===== config.mk =====
export PLATFORM = sky130hd
export DESIGN_NAME = dram_cs_decoder
export DESIGN_NICKNAME = d
export VERILOG_FILES = /design/src/rtl/dram_cs_decoder.sv
export SDC_FILE = /design/constraint.sdc
export NUM_CORES = 1
export LEC_CHECK = 0
export CORE_ASPECT_RATIO = 1.25
export CORE_MARGIN = 3
export CORE_UTILIZATION = 56
export CTS_CLUSTER_DIAMETER = 120
export DETAILED_ROUTE_END_ITERATION = 16
export DONT_BUFFER_PORTS = 1
export GPL_TIMING_DRIVEN = 1
export PLACE_DENSITY_LB_ADDON = 0.2
export SLEW_MARGIN = 10
export SYNTH_ARGS = -nofsm -noshare
export SYNTH_HDL_FRONTEND = slang
export SYNTH_SLANG_ARGS = --single-unit

===== constraint.sdc =====
create_clock -name clk -period 4.85 [get_ports clk]
set_clock_uncertainty 0.2 [all_clocks]
set_input_delay 0.485 -clock clk [delete_from_list [all_inputs] [get_ports clk]]
set_output_delay 0.485 -clock clk [all_outputs]
set_load 0.05 [all_outputs]

===== src/rtl/dram_cs_decoder.sv =====
module dram_cs_decoder #(
  parameter int NUM_CS = 4,
  parameter int ADDR_W = 32
) (
  input  logic                      clk,
  input  logic                      rst_n,
  input  logic                      reg_wr,
  input  logic [4:0]                reg_addr,
  input  logic [31:0]               reg_wdata,
  output logic [31:0]               reg_rdata,
  input  logic                      lookup_valid,
  input  logic [ADDR_W-1:0]         lookup_addr,
  output logic                      res_valid,
  output logic                      res_miss,
  output logic [$clog2(NUM_CS)-1:0] res_cs,
  output logic [NUM_CS-1:0]         res_attr
);
  localparam int IW = $clog2(NUM_CS);
  localparam logic [31:0] BASE_KEEP = 32'hFF00_000F;
  localparam logic [31:0] SIZE_KEEP = 32'hFF00_001D;

  logic [31:0] base_q [NUM_CS];
  logic [31:0] size_q [NUM_CS];
  logic [NUM_CS-1:0] hit;

  wire [IW-1:0] sel = reg_addr[IW+2:3];

  for (genvar i = 0; i < NUM_CS; i++) begin : g_win
    wire [7:0] msk = ~size_q[i][31:24];
    always_ff @(posedge clk or negedge rst_n) begin
      if (!rst_n) begin
        base_q[i] <= '0;
        size_q[i] <= '0;
      end else if (reg_wr && sel == IW'(i)) begin
        if (reg_addr[2]) size_q[i] <= reg_wdata & SIZE_KEEP;
        else             base_q[i] <= reg_wdata & BASE_KEEP;
      end
    end
    assign hit[i] = size_q[i][0] && (base_q[i][3:0] == 4'd0) &&
                    ((lookup_addr[31:24] & msk) == (base_q[i][31:24] & msk));
  end

  assign reg_rdata = reg_addr[2] ? size_q[sel] : base_q[sel];

  logic          any_hit;
  logic [IW-1:0] win_idx;
  always_comb begin
    any_hit = 1'b0;
    win_idx = '0;
    for (int i = 0; i < NUM_CS; i++) begin
      if (!any_hit && hit[i]) begin
        any_hit = 1'b1;
        win_idx = IW'(i);
      end
    end
  end

  always_ff @(posedge clk or negedge rst_n) begin
    if (!rst_n) begin
      res_valid <= 1'b0;
      res_miss  <= 1'b0;
      res_cs    <= '0;
      res_attr  <= '1;
    end else begin
      res_valid <= lookup_valid;
      res_miss  <= lookup_valid && !any_hit;
      res_cs    <= (lookup_valid && any_hit) ? win_idx : '0;
      res_attr  <= (lookup_valid && any_hit) ? ~(NUM_CS'(1) << win_idx) : '1;
    end
  end
endmodule


==> run_results.csv <==
group,metric,value,unit
synth,synth_top_cells_by_area,"dfrtp_1 (48%), mux2_2 (23%), mux4_2 (9.9%), xnor2_1 (5.4%), buf_4 (2.7%)",
setup_path,worst_setup_path_start_kind,"register",
sta,timing.final.crit_period,2450,ps
place,routabilityCongestion,0.798,
grt,globalRouteTotalUtil,22.3,%
layout,layout.nets,432,
floorplan,starting_density,58.8,%
synth,portion_of_the_post_synthesis_area_used_by_sequential_elements,49.9,%
synth,netlist_instances,367,
synth,synth.lib_cells_used.distinct,33,
clock_network,post_cts.repair.setup_buffers,0,
route,wire_length_after_detailed_routing,11100,microns
place,port_buffers,0,
grt,initial_antenna_violation_count,0,
setup_path,crit_path_max_fanout,7,
clock_network,clock_tree.buffer_depth,2,
sta,postLayoutSetupSlackWorst,2400,ps
power_and_ir_drop,power.total,2290,uW
sta,timing.final.setup_violations,0,
power_and_ir_drop,sequentialPowerShare,52.0,%
power_and_ir_drop,leakage,0.00221,uW
setup_path,worstRegToRegCells,5,
synth,syn_area,0.00523,sq mm
clock_network,clock_pin_slew_worst_setup_and_hold_paths,100,ps
synth,ys_seq_elements,104,
sta,fmax,409,MHz
route,wl_per_cell,22.8,microns
route,number_of_iterations_in_the_first_detailed_routing_pass,4,
setup_path,arrival_time_worst_endpoint,2520,ps
sta,grt_setup_unrepaired,"false",
setup_path,reg2reg_from,"base_q[97]$_DFFE_PN0P_",
sta,tns,0,ps
floorplan,die_height,114,microns
route,first_iter_violations,141,
power_and_ir_drop,p_sw,724,uW
route,vias_per_cell,6.10,
setup_path,worst-r2r-setup-slack,2400,ps
run_status,run_status,"finished, final reports clean",
power_and_ir_drop,power_report.internal_total,1570,uW
clock_network,worst_skew_pair_later_pin_latency,370,ps
place,hpwlAfterDp,7280,microns
route,via_total_after_detailed_routing,2953,
route,detail_route.drc_violations,0,
clock_network,cts_repair_resize_count,0,
sta,worst_slew_pin_slew,948,ps
floorplan,coreArea,0.00889,sq mm
floorplan,num_io_pins,113,
grt,via_count_of_the_first_global_routing_pass,3093,
clock_network,tritoncts_clock_tree,"built",
run,max_cap_violations,0,
grt,grt_pass1_wl,17400,microns
sta,final.period_utilization,50.5,%
setup_path,timing.critical_path.to,"res_cs[1]$_DFF_PN0_",
synth,synthesis.area_per_instance,14.3,sq um
setup_path,cp.required,4920,ps
layout,area.growth.synth_to_final,4.83,%
setup_path,criticalPathCategory,"reg2reg",
setup_path,worstSetupEndpointType,"register",
clock_network,cts-buffers-inserted,9,
setup_path,crit_path_start,"base_q[97]$_DFFE_PN0P_",
floorplan,chipWidth,92.4,microns
sta,pins_over_slew_limit,0,
layout,drive_gt1_share,43.1,%
synth,synth_largest_area_cell,"dfrtp_1",
clock_network,cts_root_buf,"clkbuf_8",
power_and_ir_drop,clkPwrFrac,21.7,%
layout,antenna_cells_inserted,0,
clock_network,cts.sink_count,104,
sta,hold_violations,0,
power_and_ir_drop,combinational_share_of_power,26.4,%
synth,fraction_of_post_synthesis_cell_area_in_the_top_cell_type_by_area,47.8,%
power_and_ir_drop,p_per_area,418,mW/mm^2
place,dpl_worst_slack,2400,ps
synth,synth_warnings,0,
grt,grt-ovfl-total,0,
sta,timing.slew.headroom,36.4,%
power_and_ir_drop,max-vdd-ir-drop,0.199,mV
grt,grt_max_degree,105,
floorplan,floorplan.die_area,0.0105,sq mm
setup_path,worst_r2r_endpoint,"res_cs[1]$_DFF_PN0_",
floorplan,row_count,38,
route,detail-route-antenna-nets,0,
clock_network,cts.htree.levels,3,
power_and_ir_drop,power.share.switching,31.5,%
hold_path,holdCritPathClass,"in2reg",
-- what timing repair did --
item	CTS	global route
endpoints found under the hold margin	108	0
endpoints found under the setup margin	0	0
hold buffers	3	0
-- registers in the layout (all words and copies together), names as in the netlist --
| register | flops |
|---|---|
| base_q | 48 |
| size_q | 48 |
| res_attr | 4 |
| res_cs | 2 |
| res_miss | 1 |
| res_valid | 1 |
-- how the worst min path moves through the flow --
stage / end / cells past startpoint / startpoint
floorplan: base_q[0]$_DFFE_PN0P_ / 0 / rst_n
global placement: base_q[124]$_DFFE_PN0P_ / 0 / rst_n
detailed placement: base_q[124]$_DFFE_PN0P_ / 0 / rst_n
CTS: res_cs[0]$_DFF_PN0_ / 1 / lookup_valid
global route: res_cs[0]$_DFF_PN0_ / 1 / lookup_valid
finish: res_cs[0]$_DFF_PN0_ / 1 / lookup_valid
-- per-stage QoR --
stage | area (sq um) | hold WS, ps | util, % | std cells
2_1_floorplan | 5300 | -10.6 | - | 385
3_3_place_gp | 5260 | -7.41 | 59.1 | 465
3_5_place_dp | 5260 | -6.69 | 59.1 | 465
4_1_cts | 5480 | 20.8 | 61.7 | 484
5_1_grt | 5480 | 19.8 | 61.7 | 484
6_report | 5480 | 26.9 | 61.7 | 484
-- synth_stat cells, drive strengths merged --
library cell and count:
nor4 4, inv 2, nand3 1, mux4 24
conb 1, nand4 3, xnor2 32, mux2 107
o211a 1, nor3 5, or3 1, nor2b 2
nand2 3, dfstp 4, o221ai 1, o22ai 9
or2 1, dfrtp 100, buf 28, nor2 4
o22a 2, nand2b 1, clkbuf 16, nor3b 2
or4b 1, o211ai 5, and4 1, and2 2
nand4b 3, nor4b 1
-- power by group through the flow --
stage / Combinational [uW] / Clock [uW] / Sequential [uW]
after floorplan: 550 / 0 / 1160
after global routing: 646 / 545 / 1220
after detailed placement: 590 / 0 / 1210
final: 605 / 497 / 1190
after CTS: 613 / 509 / 1190
after global placement: 578 / 0 / 1200
-- cell usage in the layout (no fill, tap or decap), types with 3 or more instances in the layout --
master      n
nor2_1      4
mux4_2     23
o211ai_1    5
o22ai_1     9
nor3_1      3
clkbuf_8   11
nand4_1     3
mux2_2    107
xnor2_1    32
dfstp_2     4
dfrtp_1   100
nor4_1      4
buf_4       4
conb_1     19
nand4b_1    3
nand2_1     3
-- critical path, cell delays in order (launching register included) --
cell and delay (ps):
dfrtp_1 420, or4b_1 560, nor4_1 310, o221ai_1 200, or3_1 430, and4_1 230
-- routing by layer --
layer  vias to the layer above  global-route usage [%]  wire length (microns)
met3                        14                    3.96                    546
li1                       1294                       -                      -
met5                         -                       0                      0
met4                         0                    8.33                    200
met1                      1566                    29.1                   4590
met2                        79                    37.5                   5720
-- cells by family after synthesis --
logic type	Yosys count	synth area share [%]
muxes	131	33.4
buffers and inverters	46	4.71
DFF	104	49.9
AOI/OAI and AO/OA	18	2.49
xor gates and xnor gates	32	5.36
and+or+nand+nor	35	4.07
other	1	0.0717
-- area by class of cell --
| cell class | instances | area, sq um |
|---|---|---|
| Timing Repair Buffer | 7 | 77.6 |
| Clock inverter | 3 | 17.5 |
| Sequential cell | 104 | 2610 |
| Clock buffer | 13 | 159 |
| Tap cell | 120 | 150 |
| Inverter | 2 | 7.51 |
| Multi-Input combinational cell | 235 | 2460 |
| Fill cell | 715 | 3410 |
Power figures use the tool's default switching activity.
